`src/rtl/rtb_pkg.sv`:
```
package rtb_pkg;
  localparam int XLEN   = 32;
  localparam int INSN_W = 32;
  localparam int IMM_W  = 16;
  localparam int OPC_W  = 6;
  localparam int SUB_W  = 5;
  localparam int REG_W  = 5;
  localparam int EXC_W  = 5;

  localparam logic [OPC_W-1:0] OPC_RET  = 6'b101101;
  localparam logic [SUB_W-1:0] SUB_RTB  = 5'b10010;
  localparam logic [EXC_W-1:0] EXC_PRIV = 5'b00111;

  typedef enum logic [1:0] {
    ST_IDLE,
    ST_CHECK,
    ST_SLOT_WAIT,
    ST_COMMIT
  } rtb_state_e;

  typedef struct packed {
    logic [XLEN-1:0] target;
    logic            trap;
    logic            ums;
    logic            vms;
  } rtb_ctx_t;

  // immediate prefix and every branch / return form
  function automatic logic is_ctl_flow(input logic [OPC_W-1:0] opc);
    return opc inside {6'b101100, 6'b100110, 6'b101110,
                       6'b100111, 6'b101111, 6'b101101};
  endfunction
endpackage

```
`src/rtl/rtb_decode.sv`:
```
module rtb_decode
  import rtb_pkg::*;
(
  input  logic [INSN_W-1:0] instr_i,
  input  logic [XLEN-1:0]   ra_val_i,
  output logic              hit_o,
  output logic [REG_W-1:0]  ra_idx_o,
  output logic [XLEN-1:0]   target_o
);
  localparam int OPC_LSB = INSN_W - OPC_W;
  localparam int SUB_LSB = OPC_LSB - SUB_W;
  localparam int REG_LSB = SUB_LSB - REG_W;

  logic [OPC_W-1:0] opc;
  logic [SUB_W-1:0] sub;
  logic [XLEN-1:0]  imm_sx;

  assign opc      = instr_i[INSN_W-1:OPC_LSB];
  assign sub      = instr_i[OPC_LSB-1:SUB_LSB];
  assign ra_idx_o = instr_i[SUB_LSB-1:REG_LSB];
  assign imm_sx   = {{(XLEN-IMM_W){instr_i[IMM_W-1]}}, instr_i[IMM_W-1:0]};
  assign hit_o    = (opc == OPC_RET) && (sub == SUB_RTB);
  assign target_o = ra_val_i + imm_sx;
endmodule

```
`src/rtl/rtb_slot_chk.sv`:
```
module rtb_slot_chk
  import rtb_pkg::*;
(
  input  logic             active_i,
  input  logic             retire_i,
  input  logic [OPC_W-1:0] opc_i,
  output logic             illegal_o
);
  assign illegal_o = active_i && retire_i && is_ctl_flow(opc_i);
endmodule

```
`src/rtl/rtb_ctrl.sv`:
```
module rtb_ctrl
  import rtb_pkg::*;
#(
  parameter int WAIT_CYC = 4
) (
  input  logic     clk_i,
  input  logic     rst_ni,
  input  logic     start_i,
  input  rtb_ctx_t ctx_i,
  input  logic     slot_retire_i,
  output logic     busy_o,
  output logic     commit_o,
  output logic     exc_o,
  output rtb_ctx_t ctx_o
);
  localparam int CNT_W = (WAIT_CYC > 1) ? $clog2(WAIT_CYC) : 1;

  rtb_state_e state_q, state_d;
  rtb_ctx_t   ctx_q;
  logic       slot_seen_q;
  logic       wait_done;

  generate
    if (WAIT_CYC == 0) begin : g_nowait
      assign wait_done = 1'b1;
    end else begin : g_wait
      logic [CNT_W-1:0] cnt_q;
      always_ff @(posedge clk_i or negedge rst_ni) begin
        if (!rst_ni)                                    cnt_q <= '0;
        else if (state_q == ST_CHECK)                   cnt_q <= CNT_W'(WAIT_CYC - 1);
        else if (state_q == ST_SLOT_WAIT && cnt_q != '0) cnt_q <= cnt_q - 1'b1;
      end
      assign wait_done = (cnt_q == '0);
    end
  endgenerate

  assign commit_o = (state_q == ST_COMMIT) && (slot_seen_q || slot_retire_i);
  assign exc_o    = (state_q == ST_CHECK) && ctx_q.trap;
  assign busy_o   = (state_q != ST_IDLE);
  assign ctx_o    = ctx_q;

  always_comb begin
    state_d = state_q;
    unique case (state_q)
      ST_IDLE:      if (start_i) state_d = ST_CHECK;
      ST_CHECK:     state_d = ctx_q.trap ? ST_IDLE :
                              (WAIT_CYC == 0) ? ST_COMMIT : ST_SLOT_WAIT;
      ST_SLOT_WAIT: if (wait_done) state_d = ST_COMMIT;
      ST_COMMIT:    if (commit_o) state_d = ST_IDLE;
      default:      state_d = ST_IDLE;
    endcase
  end

  always_ff @(posedge clk_i or negedge rst_ni) begin
    if (!rst_ni) begin
      state_q     <= ST_IDLE;
      ctx_q       <= '0;
      slot_seen_q <= 1'b0;
    end else begin
      state_q <= state_d;
      unique case (state_q)
        ST_IDLE: begin
          slot_seen_q <= 1'b0;
          if (start_i) ctx_q <= ctx_i;
        end
        ST_CHECK:     if (slot_retire_i && !ctx_q.trap) slot_seen_q <= 1'b1;
        ST_SLOT_WAIT: if (slot_retire_i) slot_seen_q <= 1'b1;
        default:      ;
      endcase
    end
  end
endmodule

```
`src/rtl/rtb_seq.sv`:
```
module rtb_seq
  import rtb_pkg::*;
#(
  parameter bit AREA_OPT  = 1'b1,
  parameter int MMU_LEVEL = 1
) (
  input  logic              clk_i,
  input  logic              rst_ni,
  input  logic              issue_i,
  input  logic [INSN_W-1:0] instr_i,
  input  logic [XLEN-1:0]   ra_val_i,
  input  logic              msr_um_i,
  input  logic              msr_ums_i,
  input  logic              msr_vms_i,
  input  logic              slot_retire_i,
  input  logic [OPC_W-1:0]  slot_opc_i,
  input  logic              irq_i,
  input  logic              brk_i,
  output logic [REG_W-1:0]  ra_idx_o,
  output logic              busy_o,
  output logic              pc_we_o,
  output logic [XLEN-1:0]   pc_o,
  output logic              msr_we_o,
  output logic              msr_bip_o,
  output logic              msr_um_o,
  output logic              msr_vm_o,
  output logic              exc_req_o,
  output logic [EXC_W-1:0]  exc_code_o,
  output logic              slot_illegal_o,
  output logic              defer_o
);
  localparam int  LAT      = AREA_OPT ? (6 + ((MMU_LEVEL > 1) ? 2 : 0)) : 2;
  localparam int  WAIT_CYC = LAT - 2;
  localparam bit  TRAP_EN  = (MMU_LEVEL >= 1);

  logic            hit;
  logic [XLEN-1:0] target;
  rtb_ctx_t        ctx_in, ctx;
  logic            commit, exc;

  rtb_decode u_dec (
    .instr_i  (instr_i),
    .ra_val_i (ra_val_i),
    .hit_o    (hit),
    .ra_idx_o (ra_idx_o),
    .target_o (target)
  );

  assign ctx_in.target = target;
  assign ctx_in.trap   = TRAP_EN && msr_um_i;
  assign ctx_in.ums    = msr_ums_i;
  assign ctx_in.vms    = msr_vms_i;

  rtb_ctrl #(.WAIT_CYC(WAIT_CYC)) u_ctrl (
    .clk_i         (clk_i),
    .rst_ni        (rst_ni),
    .start_i       (issue_i && hit),
    .ctx_i         (ctx_in),
    .slot_retire_i (slot_retire_i),
    .busy_o        (busy_o),
    .commit_o      (commit),
    .exc_o         (exc),
    .ctx_o         (ctx)
  );

  rtb_slot_chk u_slot (
    .active_i  (busy_o),
    .retire_i  (slot_retire_i),
    .opc_i     (slot_opc_i),
    .illegal_o (slot_illegal_o)
  );

  assign pc_we_o    = commit;
  assign msr_we_o   = commit;
  assign pc_o       = ctx.target;
  assign msr_bip_o  = !commit;
  assign msr_um_o   = ctx.ums;
  assign msr_vm_o   = ctx.vms;
  assign exc_req_o  = exc;
  assign exc_code_o = exc ? EXC_PRIV : '0;
  assign defer_o    = busy_o && (irq_i || brk_i);
endmodule

```
`config.mk`:
```
export PLATFORM = sky130hd
export DESIGN_NAME = rtb_seq
export DESIGN_NICKNAME = d
export VERILOG_FILES = /design/src/rtl/rtb_pkg.sv /design/src/rtl/rtb_decode.sv /design/src/rtl/rtb_slot_chk.sv /design/src/rtl/rtb_ctrl.sv /design/src/rtl/rtb_seq.sv
export SDC_FILE = /design/constraint.sdc
export NUM_CORES = 1
export LEC_CHECK = 0
export BUFFER_PORTS_ARGS = -buffer_cell sky130_fd_sc_hd__buf_2
export CORE_MARGIN = 2
export CORE_UTILIZATION = 42
export CTS_CLUSTER_DIAMETER = 80
export DETAILED_ROUTE_END_ITERATION = 16
export PLACE_DENSITY = 0.69
export SLEW_MARGIN = 20
export SYNTH_ARGS = -nofsm -noshare
export SYNTH_HDL_FRONTEND = slang
export SYNTH_SLANG_ARGS = --single-unit
```
`constraint.sdc`:
```
create_clock -name clk_i -period 4.2 [get_ports clk_i]
set_input_delay 0 -clock clk_i [delete_from_list [all_inputs] [get_ports clk_i]]
set_output_delay 0 -clock clk_i [all_outputs]
set_load 0.01 [all_outputs]
```
==> results of run 1 <==
-- path summary, 6_finish.rpt --
check                                         startpoint                           end  slack (ns)  depth (start not counted)
max                        u_ctrl.state_q[0]$_DFFE_PN0P_  u_ctrl.ctx_o[28]$_DFFE_PN0P_        1.74                          7
min                                          instr_i[17]                   ra_idx_o[1]    0.000004                          0
max reg2reg                u_ctrl.state_q[0]$_DFFE_PN0P_  u_ctrl.ctx_o[28]$_DFFE_PN0P_        1.74                          7
min reg2reg                 u_ctrl.ctx_o[31]$_DFFE_PN0P_  u_ctrl.ctx_o[31]$_DFFE_PN0P_        0.48                          2
max in group asynchronous                         rst_ni  u_ctrl.ctx_o[13]$_DFFE_PN0P_        3.23                          2
min in group asynchronous                         rst_ni   u_ctrl.ctx_o[4]$_DFFE_PN0P_        0.39                          2
-- area by class of cell --
| cell class | instances | area [µm²] | share of cell area (%) |
|---|---|---|---|
| Multi-Input combinational cell | 357 | 2350 | 55.2 |
| Timing Repair Buffer | 121 | 628 | 14.7 |
| Sequential cell | 40 | 1000 | 23.5 |
| Tap cell | 108 | 135 | 3.17 |
| Clock buffer | 8 | 90.1 | 2.11 |
| Inverter | 15 | 56.3 | 1.32 |
-- stage by stage --
stage	setup WS, ns	area, µm²	total power (µW)
floorplan	2.17	3830	738
global placement	1.71	4130	837
detailed placement	1.61	4130	846
CTS	1.72	4260	1120
global route	1.49	4260	1190
finish	1.74	4260	1110
-- cells in the mapped netlist, drive strengths merged (12+ instances only) --
library cell	number	area, µm²
nor2	16	60.1
dfrtp	40	1000
a21o	13	97.6
a21oi	41	205
o21ai	39	195
clkbuf	18	108
nand3	17	85.1
ha	36	450
buf	43	323
nand2	67	251
xnor2	12	105
inv	15	56.3
-- report_power, final --
group / internal (µW) / switching [µW]
logic: 188 / 246
clock network: 134 / 132
registers: 398 / 11.9
-- flip-flops by register name, indices dropped and copies added (netlist names), named ones only --
name and cells:
u_ctrl.state_q 1, u_ctrl.ctx_o 35, u_ctrl.slot_seen_q 1, u_ctrl.g_wait.cnt_q 2
-- per-layer routing --
layer | global-route usage, % | part of all wire [%]
met5 | 0 | 0
met4 | 6.01 | 1.9
met3 | 3.02 | 4.9
met2 | 31.1 | 46
met1 | 24.0 | 47
-- cells in the final DEF, fill, tap and decap left out, types with 5 or more instances in the layout --
cell type / instances
inv_1: 15
nor2_1: 16
a21oi_1: 41
xor2_1: 8
nand2_1: 66
nor3_1: 7
xnor2_1: 12
o21ai_0: 37
dfrtp_1: 40
a21o_1: 13
o211ai_1: 9
nand3_1: 17
nor3b_1: 5
ha_1: 36
nand4_1: 6
clkbuf_8: 6
o21a_1: 8
nand2b_1: 5
buf_2: 116
-- cell families after synthesis --
family	after synthesis	synth area share (%)
AND/OR/NAND/NOR	153	19.7
XOR/XNOR	20	4.58
other	1	0.0981
multiplexers	1	0.294
buffers and inverters	76	12.7
flip-flops	40	26.2
adder cells (fa/ha/maj)	37	12.3
AO/OA/AOI/OAI	144	24.1
==> impl_metrics.ini, run 1 <==
[placement]
hpwlAfterDp_um = 7300
gp_congestion = 0.930
dp.cells = 637
port_buffers = 116

[cts]
clkSinkCount = 40
hold_buffers = 4
clkLatencyLatePin_ns = 0.29
cts_root_buf = clkbuf_8
cts_tree = yes
cts_resized = 0
clk_path_buf_depth = 2
numCtsBuffers = 5
post_cts_buffers = 0
cts_max_level = 2
clkTransAtPathRegs_ns = 0.08

[outcome]
status = finished clean

[logic_synthesis]
syn_avg_cell_area_um2 = 8.10
synth_cells = 472
ys_warn_count = 0
synth.distinct_cells = 56
synth_edf_count = 0
ys_ff_latch = 40
async_flop_share_pct = 100
synth_top_flop_cell = dfrtp_1
seq_area_frac_synth_pct = 26.2
syn_area_um2 = 3820

[setup_path]
critPathMaxStageDelay_ns = 0.92
path_class = reg2reg
crit_chain = inv_1 > ha_1 > inv_1 > nor4_4 > nand3_1 > or3_1 > nand3_1
cp.arrival_ns = 2.68
cp_slowest_cell = nor4_4
endpoint_kind = flip-flop
cp-start-kind = flip-flop
cp.required_ns = 4.43
crit_fanout = 19
path_delay_family = simple AND/OR/NAND/NOR gates
crit_buf_inv = 2

[timing]
fin_setup_tns_ns = 0
period_share_pct = 58.5
clock_skew_ns = 0.00229
rsz0062_at_grt = no
slew-limit-headroom_pct = 30.5
period_needed_ns = 2.46
hold_viol = 0
slew_violations = 0
tightest_slew_ns = 1.03
hold_ws_ns = 0.00000443
setup_viol = 0
max_freq_mhz = 407

[finish]
area_delta_synth_final_pct = 11.5
fillCellCount = 895
final_cells = 649
nets = 656
diodes = 0
final_util_pct = 48.6
layout-drive-gt1-share_pct = 24.6

[die]
start_util_pct = 43.6
die_w_um = 99.4
die_height_um = 99.4
core_um2 = 8760
dieArea_um2 = 9880
placementRows = 34
io_pins = 130

[detailed_routing]
drc = 0
drt_iter0_drc = 159
vias_per_cell = 5.40
wirelength_um = 9160
drtPass1Iterations = 4
ant_nets = 0
wire_per_inst_um = 14.1
vias = 3506

[global_routing]
grt_max_degree = 44
grt.total_usage_pct = 18.4
grt_pass1_wl_um = 15200
antenna_found_initial = 0
globalRouteOverflowTotal = 0
grt_pass1_vias = 3428

[power_and_ir_drop]
p_per_area_nw_per_um2 = 261
ir_drop_mv = 0.109
p_leak_uw = 0.00216

[run]
max_cap_viol_count = 0

[hold_path]
hp-class = in2out
(Power assumes the default switching activity.)
==> run 2, diff against run 1 <==
Clock period 4.2 ns to 2.4 ns, I/O delays scaled along.
==> run 2 against run 1 <==
Compared with the run above:
- clock skew is 0.0021 ns higher
- sequential share of layout area is 1.0 points lower
- wire length is 3.5% higher
- global-route usage is 0.45 points higher
- clock power is 110% higher
- first-iteration DRC count is 5.7% lower
- worst setup slack worse by 1.5 ns
- clock-buffer cell count is 3 lower
- combinational power is 83% higher
- cell count is 3.4% higher
- power is 87% higher
- highest routed layer unchanged
==> impl_metrics.ini, run 2 (synthesis results as in run 1) <==
[detailed_routing]
vias = 3596
wirelength_um = 9480
vias_per_cell = 5.36
wire_per_inst_um = 14.1
drt_iter0_drc = 150
ant_nets = 0
drtPass1Iterations = 5
drc = 0

[timing]
slew_violations = 0
period_share_pct = 90.3
rsz0062_at_grt = no
slew-limit-headroom_pct = 38.3
max_freq_mhz = 462
tightest_slew_ns = 0.926
period_needed_ns = 2.17
setup_viol = 0
hold_viol = 0
clock_skew_ns = 0.00441

[global_routing]
grt.total_usage_pct = 18.8
grt_pass1_wl_um = 15600
grt_max_degree = 46
grt_pass1_vias = 3400
antenna_found_initial = 0
globalRouteOverflowTotal = 0

[placement]
gp_congestion = 0.914
dp.cells = 659
port_buffers = 116
hpwlAfterDp_um = 7660

[cts]
clkTransAtPathRegs_ns = 0.08
cts_tree = yes
numCtsBuffers = 5
cts_root_buf = clkbuf_8
cts_max_level = 2
cts_resized = 0
clk_path_buf_depth = 2
hold_buffers = 4
clkSinkCount = 40
clkLatencyLatePin_ns = 0.30
post_cts_buffers = 0

[setup_path]
cp.required_ns = 2.58
cp.arrival_ns = 2.35
cp_slowest_cell = fa_1
r2r_cells = 7
critPathMaxStageDelay_ns = 0.40
path_delay_family = compound AO/OA/AOI/OAI gates
crit_buf_inv = 2
crit_chain = buf_2 > ha_1 > fa_1 > a211oi_1 > nor4_1 > o211ai_1 > buf_4 > o311ai_2 > o21ai_0 > nand2_1 > o311ai_0
cp_num_cells = 11
path_class = in2reg
cp-start-kind = input port
endpoint_kind = flip-flop
crit_fanout = 4

[power_and_ir_drop]
ir_drop_mv = 0.261
power_uw = 2080
p_leak_uw = 0.00228
p_per_area_nw_per_um2 = 466

[finish]
area_delta_synth_final_pct = 16.7
layout-drive-gt1-share_pct = 27.9
final_cells = 671
nets = 678
fillCellCount = 875
diodes = 0
mostFrequentLayoutCells = 116 x buf_2, 66 x nand2_1, 41 x a21oi_1
largest_reg_flops = 35
final_common_cell = buf_2

[hold_path]
holdPathStages = 0
hp-class = in2out

[run]
max_cap_viol_count = 0

[die]
core_um2 = 8760
placementRows = 34
dieArea_um2 = 9880
die_w_um = 99.4
die_height_um = 99.4
io_pins = 130
start_util_pct = 43.6

[outcome]
status = finished clean
-- run 2: changes by cell type in the layout (fill, tap and decap cells not counted) --
cell | before | now
buf_4 | 1 | 22
clkbuf_1 | 2 | 0
buf_12 | 0 | 1
bufinv_16 | 0 | 1
clkbuf_8 | 6 | 5
clkinv_2 | 0 | 1
clkinvlp_4 | 0 | 1
-- run 2: cell type report --
| cell class | instances | area (µm²) | share of cell area [%] |
|---|---|---|---|
| flip-flops and latches | 40 | 1000 | 22.4 |
| clock inverters | 3 | 42.5 | 0.954 |
| clock buffers | 5 | 68.8 | 1.54 |
| well taps | 108 | 135 | 3.03 |
| inverters | 15 | 56.3 | 1.26 |
| repair buffers | 143 | 806 | 18.1 |
| multi-input cells | 357 | 2350 | 52.7 |
-- run 2: power breakdown --
part | switching [µW] | internal, µW | leakage, µW
sequential | 20.4 | 697 | 0.000539
clock | 258 | 308 | 0.0000541
combinational | 439 | 354 | 0.00168
total | 717 | 1360 | 0.00228
-- run 2: worst paths after layout --
check	start	end	slack [ns]
setup / recovery	instr_i[0]	u_ctrl.ctx_o[33]$_DFFE_PN0P_	0.23
hold / removal	instr_i[17]	ra_idx_o[1]	0.000004
setup reg to reg	u_ctrl.state_q[0]$_DFFE_PN0P_	u_ctrl.ctx_o[28]$_DFFE_PN0P_	0.41
hold reg to reg	u_ctrl.ctx_o[1]$_DFFE_PN0P_	u_ctrl.ctx_o[1]$_DFFE_PN0P_	0.48
max in group asynchronous	rst_ni	u_ctrl.ctx_o[31]$_DFFE_PN0P_	1.45
min in group asynchronous	rst_ni	u_ctrl.ctx_o[4]$_DFFE_PN0P_	0.38
-- run 2: metal layers --
layer  global-route usage, %  part of all wire (%)  up-vias
li1                        -                     -     1834
met1                    25.3                    48     1653
met2                    32.3                    47      103
met3                    2.74                   4.3        6
met4                    4.00                  0.76        0
met5                       0                     0        -
-- run 2: metrics by stage --
stage / instance area (µm²) / hold WS (ns) / util (%) / TNS [ns] / worst slack [ns]
final: 4460 / 0.00000389 / 50.9 / 0 / 0.233
after global routing: 4460 / 0.0000150 / 50.9 / 0 / 0.0383
after CTS: 4460 / 0.000119 / 50.9 / 0 / 0.257
after detailed placement: 4310 / 0.000119 / 49.2 / -0.0354 / -0.0354
after global placement: 4310 / 0.000119 / 49.2 / 0 / 0.0686
after floorplan: 3830 / -0.296 / - / 0 / 0.367
-- run 2: worst reg2reg max path, cell delays in order, from the launching register on --
cell and delay (ns):
dfrtp_1 0.43, inv_1 0.10, ha_1 0.26, inv_1 0.13, nor4_4 0.49, nand3_1 0.12, or3_1 0.32, nand3_1 0.08
